File: src/rtl/intsrc_pkg.sv
package intsrc_pkg;
  localparam int unsigned DEF_NUM_SRC = 8;
  localparam int unsigned DEF_ADDR_W  = 5;

  typedef struct packed {
    logic wr_hit;
    logic rd_hit;
  } dec_t;
endpackage

File: src/rtl/intsrc_dec.sv
module intsrc_dec
  import intsrc_pkg::*;
#(
  parameter int unsigned ADDR_W   = DEF_ADDR_W,
  parameter logic [ADDR_W-1:0] REG_ADDR = ADDR_W'(5'h1E)
) (
  input  logic [ADDR_W-1:0] addr_i,
  input  logic              wr_i,
  output dec_t              dec_o
);
  logic match;
  assign match        = (addr_i == REG_ADDR);
  assign dec_o.rd_hit = match;
  assign dec_o.wr_hit = match & wr_i;
endmodule

File: src/rtl/intsrc_edge.sv
module intsrc_edge #(
  parameter int unsigned N = 8
) (
  input  logic         clk_i,
  input  logic         rst_ni,
  input  logic [N-1:0] src_i,
  output logic [N-1:0] rise_o
);
  logic [N-1:0] src_q;

  always_ff @(posedge clk_i or negedge rst_ni) begin
    if (!rst_ni) src_q <= '0;
    else         src_q <= src_i;
  end

  assign rise_o = src_i & ~src_q;
endmodule

File: src/rtl/intsrc_cell.sv
module intsrc_cell (
  input  logic clk_i,
  input  logic rst_ni,
  input  logic wr_hit_i,
  input  logic wr_bit_i,
  input  logic rise_i,
  output logic en_o,
  output logic st_o
);
  logic en_q, st_q, en_n, st_n;

  // new enable applies before the edge is folded in
  assign en_n = wr_hit_i ? wr_bit_i : en_q;
  assign st_n = en_n & (st_q | rise_i);

  always_ff @(posedge clk_i or negedge rst_ni) begin
    if (!rst_ni) begin
      en_q <= 1'b0;
      st_q <= 1'b0;
    end else begin
      en_q <= en_n;
      st_q <= st_n;
    end
  end

  assign en_o = en_q;
  assign st_o = st_q;
endmodule

File: src/rtl/intsrc_irq.sv
module intsrc_irq #(
  parameter int unsigned N = 8
) (
  input  logic         clk_i,
  input  logic         rst_ni,
  input  logic [N-1:0] st_i,
  output logic         irq_o
);
  logic irq_q;

  always_ff @(posedge clk_i or negedge rst_ni) begin
    if (!rst_ni) irq_q <= 1'b0;
    else         irq_q <= |st_i;
  end

  assign irq_o = irq_q;
endmodule

File: src/rtl/intsrc_ctrl.sv
module intsrc_ctrl
  import intsrc_pkg::*;
#(
  parameter int unsigned NUM_SRC = DEF_NUM_SRC,
  parameter int unsigned ADDR_W  = DEF_ADDR_W,
  parameter logic [ADDR_W-1:0]  REG_ADDR   = ADDR_W'(5'h1E),
  parameter logic [NUM_SRC-1:0] VALID_MASK = NUM_SRC'(8'hB7)
) (
  input  logic               clk_i,
  input  logic               rst_ni,
  input  logic [ADDR_W-1:0]  addr_i,
  input  logic               wr_i,
  input  logic [NUM_SRC-1:0] wr_data_i,
  output logic [NUM_SRC-1:0] rd_data_o,
  input  logic [NUM_SRC-1:0] src_i,
  output logic               irq_o
);
  dec_t               dec;
  logic               wr_hit;
  logic [NUM_SRC-1:0] rise;
  logic [NUM_SRC-1:0] en_q;
  logic [NUM_SRC-1:0] st_q;

  intsrc_dec #(.ADDR_W(ADDR_W), .REG_ADDR(REG_ADDR)) dec_i (
    .addr_i (addr_i),
    .wr_i   (wr_i),
    .dec_o  (dec)
  );
  assign wr_hit = dec.wr_hit;

  intsrc_edge #(.N(NUM_SRC)) edge_i (
    .clk_i  (clk_i),
    .rst_ni (rst_ni),
    .src_i  (src_i),
    .rise_o (rise)
  );

  for (genvar i = 0; i < NUM_SRC; i++) begin : g_src
    if (VALID_MASK[i]) begin : g_valid
      intsrc_cell cell_i (
        .clk_i    (clk_i),
        .rst_ni   (rst_ni),
        .wr_hit_i (wr_hit),
        .wr_bit_i (wr_data_i[i]),
        .rise_i   (rise[i]),
        .en_o     (en_q[i]),
        .st_o     (st_q[i])
      );
    end else begin : g_absent
      logic unused_bits;
      assign unused_bits = wr_data_i[i] ^ rise[i];
      assign en_q[i] = 1'b0;
      assign st_q[i] = 1'b0;
    end
  end

  intsrc_irq #(.N(NUM_SRC)) irq_i (
    .clk_i  (clk_i),
    .rst_ni (rst_ni),
    .st_i   (st_q),
    .irq_o  (irq_o)
  );

  assign rd_data_o = dec.rd_hit ? st_q : '0;
endmodule

File: config.mk
export PLATFORM = sky130hd
export DESIGN_NAME = intsrc_ctrl
export DESIGN_NICKNAME = d
export VERILOG_FILES = /design/src/rtl/intsrc_pkg.sv /design/src/rtl/intsrc_dec.sv /design/src/rtl/intsrc_edge.sv /design/src/rtl/intsrc_cell.sv /design/src/rtl/intsrc_irq.sv /design/src/rtl/intsrc_ctrl.sv
export SDC_FILE = /design/constraint.sdc
export NUM_CORES = 1
export LEC_CHECK = 0
export BUFFER_PORTS_ARGS = -buffer_cell sky130_fd_sc_hd__buf_4
export CORE_AREA = 2 2 45 47
export CTS_BUF_LIST = sky130_fd_sc_hd__clkbuf_8
export DETAILED_ROUTE_END_ITERATION = 10
export DIE_AREA = 0 0 47 49
export PLACE_DENSITY = 0.78
export SYNTH_ARGS = -nofsm -noshare
export SYNTH_HDL_FRONTEND = slang
export SYNTH_SLANG_ARGS = --single-unit
File: constraint.sdc
create_clock -name clk_i -period 1.04 [get_ports clk_i]
set_input_delay 0.208 -clock clk_i [delete_from_list [all_inputs] [get_ports clk_i]]
set_output_delay 0.208 -clock clk_i [all_outputs]
set_load 0.1 [all_outputs]
# After elaboration in Yosys (flattened, before gate mapping)
# Index checks and enable logic that the tools add are counted.
# word_totals
register_bits,21
word_cells,38
output_inout_bits,9
input_bits,24
# classes
muxes,7
n_eq_ne,1
n_reduce_logical,1
n_bitwise,15
# ops
op,count
$and A8 B8 Y8,1
$mux W8,1
$not A8 Y8,1
$and A1 B1 Y1,7
$mux W1,6
$or A1 B1 Y1,6
$reduce_or A6 Y1,1
$eq A5 B5 Y1 const B,1

# Depth between registers and ports, before layout
# Gate-level depths: netlist (run 1).
# depth
ltp_word,4
mapped_depth,4
ltp_nobuf,3

# Cells and area by module
# A second synthesis (run 1) with hierarchy kept.
# hier_totals
cells_unflattened,57
hier_area_um2,873.3
# modules_own_cells
module,seq_area_each_um2,instances,area_each_um2,cells_per_inst
intsrc_cell,50.0,6,72.6,4
intsrc_edge,200.2,1,310.3,16
intsrc_ctrl,0.0,1,56.3,9
intsrc_irq,25.0,1,41.3,4
intsrc_dec,0.0,1,30.0,4

# Worst setup path after synthesis (run 1)
# OpenSTA, ideal clock, no wires.
# synth_path
kind,input to output
startpoint,in addr_i[4]
endpoint,out rd_data_o[0]
t_arrival_ns,1.370
n_path_buf,0
stages,3
setup_slack_ns,-0.538
required_time_ns,0.832
cell_sequence,nand2_2 -> nor3_1 -> and2_1
# synth_via
elab_chain_cells,2
# synth_lines
element,line_no,source
"start, declared",intsrc_ctrl.sv:11,"input logic [ADDR_W-1:0] addr_i,"
$eq A5 B5 Y1,intsrc_dec.sv:12,assign match = (addr_i == REG_ADDR);
$mux W8,intsrc_ctrl.sv:64,assign rd_data_o = dec.rd_hit ? st_q : '0;
"end, declared",intsrc_ctrl.sv:14,"output logic [NUM_SRC-1:0] rd_data_o,"
# No other way between the ends.

# Final worst setup path (run 1)
# layout_path
startpoint,in addr_i[3]
endpoint,out rd_data_o[7]
# Same word-level chain as after synthesis.

==> impl_metrics.tcl, run 1 <==
set metrics [dict create \
    n_antenna_cell 0 \
    internal_power_mw 1.33 \
    worstSkewPairLatency_ns 0.25 \
    final_layout_size_suffix_gt1_share_pct 55.6 \
    netlist-cell-type-count 16 \
    netlist.area_leader.share_pct 56.6 \
    die_width_um 47 \
    core_util_final_pct 75.0 \
    grt-ovfl-total 0 \
    cp_slowest_stage_delay_ns 0.21 \
    port-buffer-count 26 \
    number_of_antenna_violations_at_the_first_check_in_global_routing 0 \
    clock_power_share_pct 26.0 \
    syn_area_um2 840 \
    drv_slew 0 \
    cts.sink_count 19 \
    worst-path-max-fanout 6 \
    final.setup.worst_slack_ns -0.206 \
    synthCells 66 \
    netlist_top_cells_area "sky130_fd_sc_hd__dfrtp_1, sky130_fd_sc_hd__mux2i_1, sky130_fd_sc_hd__o21ai_0" \
    number_of_stages_on_the_worst_hold_path 1 \
    route.detailed.drc 0 \
    dieArea_mm2 0.00230 \
    flip_flop_and_latch_count_after_synthesis 19 \
    global_route_wire_length_before_repair_um 3450 \
    cts_buffer_depth 2 \
    endpoint_kind "primary output" \
    worstReg2RegStart "g_src[2].g_valid.cell_i.st_o$_DFF_PN0_" \
    r2r_setup_slack_ns 0.07 \
    timing.critical_path.required_ns 0.83 \
    final_design_area_no_fill_mm2 0.00138 \
    grt_start_max_net_pins 20 \
    worst_setup_path_start_kind "input pin" \
    vias_in_the_first_global_route 747 \
    timing.rr.end "irq_i.irq_o$_DFF_PN0_" \
    gp_routability_congestion 0.732 \
    hold_path_class "input pin to flip-flop" \
    avgViaCountPerCell 4.76 \
    clkSlewWorstSetupHoldPaths_ns 0.07 \
    postSynth.topFlopCell "sky130_fd_sc_hd__dfrtp_1" \
    fp.dieH_um 49 \
    drt_wl_total_um 2170 \
    synthArstFlopShare_pct 100 \
    cts-htree-levels 1 \
    max_cap_viol_count 0 \
    fin_cells 135 \
    synth_edf_count 0 \
    floorplan.initialDensity_pct 45.6 \
    sequential_cell_area_um2 477 \
    ctsRootBufferMaster "sky130_fd_sc_hd__clkbuf_8" \
    critical_path_buf_inv_count 3 \
    synth.most_common_cell "sky130_fd_sc_hd__dfrtp_1" \
    setup_repair_after_global_routing_missed_its_margin "yes" \
    multi_input_area_um2 399 \
    critical_path.slowest_cell "sky130_fd_sc_hd__nor3_4" \
    setup_violations 17 \
    placed_cells 124 \
    grt_usage_pct 21.9 \
    fin_worst_hold_slack_ns 0.0647 \
    power.net_switching_uw 546 \
    ys_seq_area_share_pct 56.6 \
    critical_path.most_common_cell "sky130_fd_sc_hd__buf_6" \
    synth_commonest_cells "sky130_fd_sc_hd__dfrtp_1, sky130_fd_sc_hd__o21ai_0, sky130_fd_sc_hd__and2_1, sky130_fd_sc_hd__mux2i_1, sky130_fd_sc_hd__nor2b_1" \
    worst_setup_path_startpoint "addr_i[3]" \
    cts_tree "built" \
    floorplan.io_pins 33 \
    achievable-frequency_mhz 803 \
    routed-via-count 643 \
    cts_made_buffers 3 \
    status "finished, violations left" \
    core_area_mm2 0.00184 \
    place_area_mm2 0.00113 \
    row_count 16 \
    vdd.ir_drop.worst_v 0.000822 \
    syn_area_cell_um2 12.7 \
    finalCriticalPeriod_ns 1.25 \
    syn2layout_area_growth_pct 64.5 \
    worstSetupPathDepth 6 \
    combinational_share_of_power_pct 26.7 \
    layout.nets 133 \
    detailedRoute.firstIterationViolations 6 \
    cell_taking_the_most_area_after_synthesis "sky130_fd_sc_hd__dfrtp_1" \
    worst_path_dominant_cell_family "simple AND/OR/NAND/NOR gates" \
    timing.critical_path.to "rd_data_o[7]" \
    power.leakage_nw 0.638 \
    routed_wire_length_per_instance_um 16.1 \
    final_hold_viol_count 0 \
    powerDensity_mw_per_mm2 1360 \
    ff2ff_path_depth 3 \
    drt_first_pass_iters 4 \
    cp_cell_sequence "buf_6, nand2_4, nor3_4, buf_6, and2_4, buf_12" \
    final_antenna_net_count 0 \
    post-route-period-util_pct 120 \
    yosys_warnings 0 \
    num-fill-cells 131 \
    power.sequential.fraction_pct 47.2 \
    worst_ep_arrival_time_ns 1.04 \
    final.setup_skew_ns 0.00641 \
    p_sw_share_pct 29.1 \
    criticalPathCategory "input pin to primary output" \
    power.total_mw 1.88 \
    violations "setup timing" \
]
-- metal layers --
layer  global-route usage (%)  share of wire, %  up-vias  wire, µm
li1                         -                 -      308         -
met1                     23.9                36      311       784
met2                     38.4                59       20      1280
met3                     4.44               3.4        4        74
met4                     10.2               1.7        0        38
met5                        0                 0        -         0
-- cell usage in the layout, fill, tap and decap left out --
cell,count
sky130_fd_sc_hd__nor4b_4,1
sky130_fd_sc_hd__dlygate4sd3_1,1
sky130_fd_sc_hd__clkbuf_8,3
sky130_fd_sc_hd__nor2_1,1
sky130_fd_sc_hd__nor4_2,1
sky130_fd_sc_hd__buf_4,23
sky130_fd_sc_hd__nand2_4,1
sky130_fd_sc_hd__dfrtp_1,18
sky130_fd_sc_hd__mux2_4,6
sky130_fd_sc_hd__nor2b_1,6
sky130_fd_sc_hd__o21ai_0,12
sky130_fd_sc_hd__conb_1,2
sky130_fd_sc_hd__nand2_1,1
sky130_fd_sc_hd__nor3_4,1
sky130_fd_sc_hd__dfrtp_2,1
sky130_fd_sc_hd__inv_1,1
sky130_fd_sc_hd__nand2_8,1
sky130_fd_sc_hd__buf_12,6
sky130_fd_sc_hd__mux2i_1,6
sky130_fd_sc_hd__buf_8,3
sky130_fd_sc_hd__buf_6,7
sky130_fd_sc_hd__and2_4,6
-- kinds of logic after synthesis --
kind of cell	Yosys count	synth area share, %
compound gates	12	7.15
flops	19	56.6
buf+inv	3	3.58
other cells	1	0.447
mux	12	17.0
simple gates	19	15.2
-- area by class of cell --
class,count,share of cell area [%]
Clock buffer,3,2.99
Clock inverter,1,0.272
Multi-Input combinational cell,45,28.9
Sequential cell,19,34.5
Tap cell,27,2.45
Timing Repair Buffer,40,30.9
-- how the worst min path moves through the flow --
stage	from	endpoint	slack (ns)
2_1_floorplan	rst_ni	edge_i.src_q[0]$_DFF_PN0_	-0.09
3_3_place_gp	rst_ni	g_src[0].g_valid.cell_i.en_o$_DFF_PN0_	0.09
3_5_place_dp	rst_ni	edge_i.src_q[0]$_DFF_PN0_	0.1
4_1_cts	src_i[5]	edge_i.src_q[5]$_DFF_PN0_	0.06
5_1_grt	src_i[5]	edge_i.src_q[5]$_DFF_PN0_	0.06
6_report	src_i[5]	edge_i.src_q[5]$_DFF_PN0_	0.06
-- metrics by stage --
stage	TNS, ns	setup slack (ns)
after floorplan	-1.22	-0.163
after global placement	-3.91	-0.267
after detailed placement	-4.08	-0.269
after CTS	-1.36	-0.153
after global routing	-2.28	-0.247
final	-1.96	-0.206
-- sequential cells by signal (all words and copies together) (netlist names) --
| signal | flops |
|---|---|
| irq_i.irq_o | 1 |
| g_src.g_valid.cell_i.en_o | 6 |
| edge_i.src_q | 6 |
| g_src.g_valid.cell_i.st_o | 6 |
-- power by group through the flow --
stage          clock [mW]  combinational (mW)  sequential (mW)
2_1_floorplan           0               0.170            0.985
3_3_place_gp            0               0.394            0.889
3_5_place_dp            0               0.405            0.897
4_1_cts             0.506               0.470            0.880
5_1_grt             0.540               0.536            0.896
6_report            0.488               0.501            0.886
-- timing repair --
item | 4_1_cts | 5_1_grt
hold buffers | 1 | 0
endpoints found under the setup margin | 9 | 18
pin swaps | 9 | 3
endpoints found under the hold margin | 19 | 0
buffers inserted | 5 | 1
resized for setup | 26 | 10
Power figures use the tool's default switching activity.
==> run 2: changes to the inputs <==
--- a/config.mk
+++ b/config.mk
@@ -6,11 +6,12 @@
 export NUM_CORES = 1
 export LEC_CHECK = 0
 export BUFFER_PORTS_ARGS = -buffer_cell sky130_fd_sc_hd__buf_4
-export CORE_AREA = 2 2 45 47
+export CORE_AREA = 8 8 51 53
 export CTS_BUF_LIST = sky130_fd_sc_hd__clkbuf_8
 export DETAILED_ROUTE_END_ITERATION = 10
-export DIE_AREA = 0 0 47 49
+export DIE_AREA = 0 0 59 61
 export PLACE_DENSITY = 0.78
+export SLEW_MARGIN = 20
 export SYNTH_ARGS = -nofsm -noshare
 export SYNTH_HDL_FRONTEND = slang
 export SYNTH_SLANG_ARGS = --single-unit
==> run 2 against run 1 <==
The flow still finishes with violations (setup timing); die area grew 56%; global-route usage shrank 10 points; critical endpoint is now rd_data_o[4]; first-iteration DRC count shrank 17%; clock skew shrank 0.0046 ns; non-clock buffer count grew 1; critical path type unchanged; combinational power grew 3%; wire length shrank 2.8%.
==> impl_metrics.tcl, run 2 (synthesis results as in run 1) <==
set metrics [dict create \
    vias_in_the_first_global_route 677 \
    drv_slew 0 \
    worst_path_dominant_cell_family "buffers and inverters" \
    place_area_mm2 0.00115 \
    preCtsSetupSlack_ns -0.291 \
    die_width_um 59 \
    final_common_cell "sky130_fd_sc_hd__buf_4" \
    tns_ns -1.29 \
    final_design_area_no_fill_mm2 0.00139 \
    core_util_final_pct 75.7 \
    post-route-period-util_pct 113 \
    dp_hpwl_um 1480 \
    multi_input_area_um2 404 \
    achievable-frequency_mhz 848 \
    fp.dieH_um 61 \
    drt_first_pass_iters 4 \
    cp_slowest_stage_delay_ns 0.17 \
    fin_worst_hold_slack_ns 0.0666 \
    hold_path_class "input pin to flip-flop" \
    critical_path_buf_inv_count 3 \
    setup_violations 15 \
    internal_power_mw 1.34 \
    row_count 16 \
    worst-path-max-fanout 6 \
    sequential_cell_area_um2 477 \
    power.total_mw 1.89 \
    routed-via-count 638 \
    fin_cells 136 \
    floorplan.io_pins 33 \
    port-buffer-count 26 \
    worstReg2RegStart "g_src[0].g_valid.cell_i.st_o$_DFF_PN0_" \
    cts_made_buffers 3 \
    criticalPathCategory "input pin to primary output" \
    power.sequential.fraction_pct 46.6 \
    ctsRootBufferMaster "sky130_fd_sc_hd__clkbuf_8" \
    clkSlewWorstSetupHoldPaths_ns 0.07 \
    route.detailed.drc 0 \
    timing.critical_path.required_ns 0.83 \
    detailedRoute.firstIterationViolations 5 \
    clock_power_share_pct 26.1 \
    holdCritStartpoint "src_i[7]" \
    syn2layout_area_growth_pct 66.0 \
    cp_cell_sequence "buf_8, nand2_8, nor3_2, buf_4, and2_4, buf_12" \
    endpoint_kind "primary output" \
    n_antenna_cell 0 \
    worstSkewPairLatency_ns 0.25 \
    final_layout_size_suffix_gt1_share_pct 56.9 \
    r2r_setup_slack_ns -0.03 \
    final_hold_viol_count 0 \
    setup_repair_after_global_routing_missed_its_margin "yes" \
    violations "setup timing" \
    avgViaCountPerCell 4.69 \
    grt_start_max_net_pins 20 \
    power.net_switching_uw 549 \
    cts.sink_count 19 \
    finalCriticalPeriod_ns 1.18 \
    routed_wire_length_per_instance_um 15.5 \
    final_antenna_net_count 0 \
    layout_common_cells "sky130_fd_sc_hd__buf_4, sky130_fd_sc_hd__dfrtp_1, sky130_fd_sc_hd__o21ai_0" \
    cts_buffer_depth 2 \
    dieArea_mm2 0.00360 \
    num-fill-cells 124 \
    grt_usage_pct 11.8 \
    gp_routability_congestion 0.829 \
    p_sw_share_pct 29.0 \
    core_area_mm2 0.00184 \
    max_cap_viol_count 0 \
    final.setup_skew_ns 0.00179 \
    final.setup.worst_slack_ns -0.139 \
    layout.nets 134 \
    powerDensity_mw_per_mm2 1360 \
    vdd.ir_drop.worst_v 0.000856 \
    cts_tree "built" \
    cts-htree-levels 1 \
    worst_setup_path_startpoint "addr_i[1]" \
    placed_cells 126 \
    drt_wl_total_um 2110 \
    worst_setup_path_start_kind "input pin" \
    global_route_wire_length_before_repair_um 3130 \
    status "finished, violations left" \
    floorplan.initialDensity_pct 45.6 \
    number_of_antenna_violations_at_the_first_check_in_global_routing 0 \
    worst_ep_arrival_time_ns 0.97 \
    power.leakage_nw 0.645 \
    critical_path.slowest_cell "sky130_fd_sc_hd__buf_12" \
    grt-ovfl-total 0 \
    combinational_share_of_power_pct 27.3 \
]
[run 2: cell types whose count changed in the layout (fill, tap and decap cells not counted)]
cell,delta
sky130_fd_sc_hd__nor3_4,-1
sky130_fd_sc_hd__nor3_2,+1
sky130_fd_sc_hd__nor4_2,-1
sky130_fd_sc_hd__nor2_1,-1
sky130_fd_sc_hd__o21ai_0,-1
sky130_fd_sc_hd__o21ai_1,+1
sky130_fd_sc_hd__nor2_2,+1
sky130_fd_sc_hd__nor4_4,+1
sky130_fd_sc_hd__buf_4,+1
[run 2: layout make-up]
class,count,share of cell area [%]
repair buffers,41,31.1
well taps,27,2.42
clock buffers,3,2.96
clock inverters,1,0.269
multi-input cells,45,29.0
flip-flops and latches,19,34.2
[run 2: power groups by stage]
stage / sequential, mW / combinational, mW / clock [mW]
2_1_floorplan: 0.985 / 0.170 / 0
3_3_place_gp: 0.887 / 0.407 / 0
3_5_place_dp: 0.892 / 0.420 / 0
4_1_cts: 0.877 / 0.477 / 0.511
5_1_grt: 0.889 / 0.549 / 0.553
6_report: 0.880 / 0.517 / 0.494
[run 2: what timing repair did]
item	CTS	global route
setup endpoints to repair	12	19
setup buffers	5	1
pin swaps	7	6
hold buffers	1	0
hold endpoints to repair	19	0
resized for setup	27	11
[run 2: worst reg2reg max path, delay by kind of cell, from the launching register on]
kind / cells / cell delay [ns]
flops: 1 / 0.38
buf+inv: 2 / 0.27
compound gates: 1 / 0.19
mux: 1 / 0.11
[run 2: routing by layer]
layer | track usage (%) | vias up | routed length [µm]
met1 | 12.8 | 310 | 790
met5 | 0 | - | 0
met4 | 5.12 | 0 | 0
li1 | - | 310 | -
met2 | 20.9 | 18 | 1210
met3 | 3.60 | 0 | 112
[run 2: path summary, 6_finish.rpt]
check,end,depth (start not counted)
worst min-delay path,edge_i.src_q[7]$_DFF_PN0_,1
worst max register to register,g_src[0].g_valid.cell_i.st_o$_DFF_PN0_,4
max in group asynchronous,irq_i.irq_o$_DFF_PN0_,2
worst min register to register,g_src[5].g_valid.cell_i.en_o$_DFF_PN0_,1
min in group asynchronous,g_src[1].g_valid.cell_i.en_o$_DFF_PN0_,2
worst max-delay path,rd_data_o[4],6
==> run 3: changes to the inputs <==
--- a/config.mk
+++ b/config.mk
@@ -11,7 +11,6 @@
 export DETAILED_ROUTE_END_ITERATION = 10
 export DIE_AREA = 0 0 59 61
 export PLACE_DENSITY = 0.78
-export SLEW_MARGIN = 20
 export SYNTH_ARGS = -nofsm -noshare
 export SYNTH_HDL_FRONTEND = slang
 export SYNTH_SLANG_ARGS = --single-unit
==> constraint.sdc (replaced) <==
create_clock -name clk_i -period 1.2 [get_ports clk_i]
set_input_delay 0.24 -clock clk_i [delete_from_list [all_inputs] [get_ports clk_i]]
set_output_delay 0.24 -clock clk_i [all_outputs]
set_load 0.1 [all_outputs]
==> run 3 against run 2 <==
The flow still finishes with violations (setup timing); combinational power is 30% lower; sequential cell count unchanged; via count is 2.7% lower; global-route usage down 1.0 points; clock skew shrank 0.0012 ns; wire length is 10% lower; sequential share of layout area increased by 2.1 points; largest cell class unchanged.
==> impl_metrics.tcl, run 3 (synthesis results as in run 1) <==
set metrics [dict create \
    gp_routability_congestion 0.654 \
    worst_setup_path_start_kind "input pin" \
    drt_wl_total_um 1900 \
    floorplan.io_pins 33 \
    vdd.ir_drop.worst_v 0.00103 \
    global_route_wire_length_before_repair_um 2880 \
    worst_ep_arrival_time_ns 1.02 \
    critical_path.slowest_cell "sky130_fd_sc_hd__nor3_4" \
    status "finished, violations left" \
    place_area_mm2 0.00111 \
    route.detailed.drc 0 \
    power.sequential.fraction_pct 49.3 \
    cp_slowest_stage_delay_ns 0.18 \
    power.leakage_nw 0.598 \
    cts_buffer_depth 2 \
    internal_power_mw 1.10 \
    critical_path_buf_inv_count 3 \
    holdCritStartpoint "src_i[0]" \
    fp.dieH_um 61 \
    final_common_cell "sky130_fd_sc_hd__buf_4" \
    cp_cell_sequence "buf_8, nand2_8, nor3_4, buf_6, and2_4, buf_12" \
    max_cap_viol_count 0 \
    clock_power_share_pct 27.3 \
    criticalPathCategory "input pin to primary output" \
    fin_cells 129 \
    core_area_mm2 0.00184 \
    achievable-frequency_mhz 795 \
    worst_path_dominant_cell_family "buffers and inverters" \
    setup_repair_after_global_routing_missed_its_margin "yes" \
    grt_usage_pct 10.8 \
    final.setup.worst_slack_ns -0.0575 \
    avgViaCountPerCell 4.81 \
    cts-htree-levels 1 \
    final_antenna_net_count 0 \
    drv_slew 0 \
    grt-ovfl-total 0 \
    routed-via-count 621 \
    worstSkewPairLatency_ns 0.25 \
    die_width_um 59 \
    ctsRootBufferMaster "sky130_fd_sc_hd__clkbuf_8" \
    timing.rr.end "g_src[7].g_valid.cell_i.st_o$_DFF_PN0_" \
    violations "setup timing" \
    cts_tree "built" \
    routed_wire_length_per_instance_um 14.7 \
    final_hold_viol_count 0 \
    dp_hpwl_um 1340 \
    num-fill-cells 128 \
    final_layout_size_suffix_gt1_share_pct 51.0 \
    setup_violations 6 \
    placed_cells 120 \
    syn2layout_area_growth_pct 56.0 \
    layout.nets 127 \
    drt_first_pass_iters 2 \
    hold_path_class "input pin to flip-flop" \
    grt_start_max_net_pins 20 \
    worstReg2RegStart "edge_i.src_q[7]$_DFF_PN0_" \
    final.setup_skew_ns 0.000623 \
    cts.sink_count 19 \
    port-buffer-count 26 \
    finalCriticalPeriod_ns 1.26 \
    endpoint_kind "primary output" \
    r2r_setup_slack_ns 0.29 \
    worst-path-max-fanout 6 \
    number_of_antenna_violations_at_the_first_check_in_global_routing 0 \
    n_antenna_cell 0 \
    power.net_switching_uw 452 \
    timing.critical_path.required_ns 0.96 \
    combinational_share_of_power_pct 23.4 \
    vias_in_the_first_global_route 694 \
    hold_path_end "edge_i.src_q[0]$_DFF_PN0_" \
    row_count 16 \
    p_sw_share_pct 29.0 \
    detailedRoute.firstIterationViolations 5 \
    layout_common_cells "sky130_fd_sc_hd__buf_4, sky130_fd_sc_hd__dfrtp_1, sky130_fd_sc_hd__o21ai_0" \
    final_design_area_no_fill_mm2 0.00131 \
    number_of_stages_on_the_worst_hold_path 1 \
    floorplan.initialDensity_pct 45.6 \
    post-route-period-util_pct 105 \
    ff2ff_path_depth 3 \
    cts_made_buffers 3 \
    powerDensity_mw_per_mm2 1190 \
    dieArea_mm2 0.00360 \
    clkSlewWorstSetupHoldPaths_ns 0.07 \
]
-- run 3: metrics by stage --
step | setup WS, ns | power, mW | hold slack (ns) | utilization (%) | setup TNS (ns)
floorplan | -0.0350 | 0.998 | -0.0556 | - | -0.140
global placement | -0.167 | 1.10 | 0.124 | 60.5 | -1.97
detailed placement | -0.183 | 1.12 | 0.123 | 60.5 | -2.19
CTS | -0.0666 | 1.56 | 0.0929 | 68.8 | -0.377
global route | -0.0997 | 1.63 | 0.0850 | 71.1 | -0.583
finish | -0.0575 | 1.56 | 0.0968 | 71.1 | -0.309
-- run 3: routing by layer --
metal	GRT usage, %	vias to the layer above	share of wire, %
met5	0	-	0
met4	3.07	0	2.3
met3	5.08	4	5.7
met2	20.9	17	55
met1	9.74	304	37
li1	-	296	-
-- run 3: how the worst max path moves through the flow --
stage	from	end	slack (ns)	cells past startpoint
floorplan	addr_i[4]	g_src[0].g_valid.cell_i.en_o$_DFF_PN0_	-0.03	4
global placement	addr_i[4]	rd_data_o[7]	-0.17	6
detailed placement	addr_i[4]	rd_data_o[5]	-0.18	6
CTS	addr_i[1]	rd_data_o[5]	-0.07	6
global route	addr_i[2]	rd_data_o[5]	-0.1	6
finish	addr_i[1]	rd_data_o[7]	-0.06	6
-- run 3: repair_timing --
item,in CTS,in global routing
endpoints found under the hold margin,19,0
buffers inserted,1,3
endpoints found under the setup margin,6,8
pin swaps,2,1
hold buffers,1,0
gates resized for setup,22,5
-- run 3: power by group through the flow --
stage	logic [mW]	registers (mW)	clock network, mW
floorplan	0.147	0.851	0
global placement	0.330	0.771	0
detailed placement	0.340	0.775	0
CTS	0.353	0.765	0.440
global route	0.390	0.773	0.472
finish	0.364	0.768	0.425
-- run 3: area by class of cell --
| class | count | area, µm² | share of cell area [%] |
|---|---|---|---|
| Clock buffer | 3 | 41.3 | 3.15 |
| Timing Repair Buffer | 34 | 368 | 28.1 |
| Multi-Input combinational cell | 45 | 388 | 29.6 |
| Sequential cell | 19 | 475 | 36.3 |
| Tap cell | 27 | 33.8 | 2.58 |
| Clock inverter | 1 | 3.75 | 0.287 |
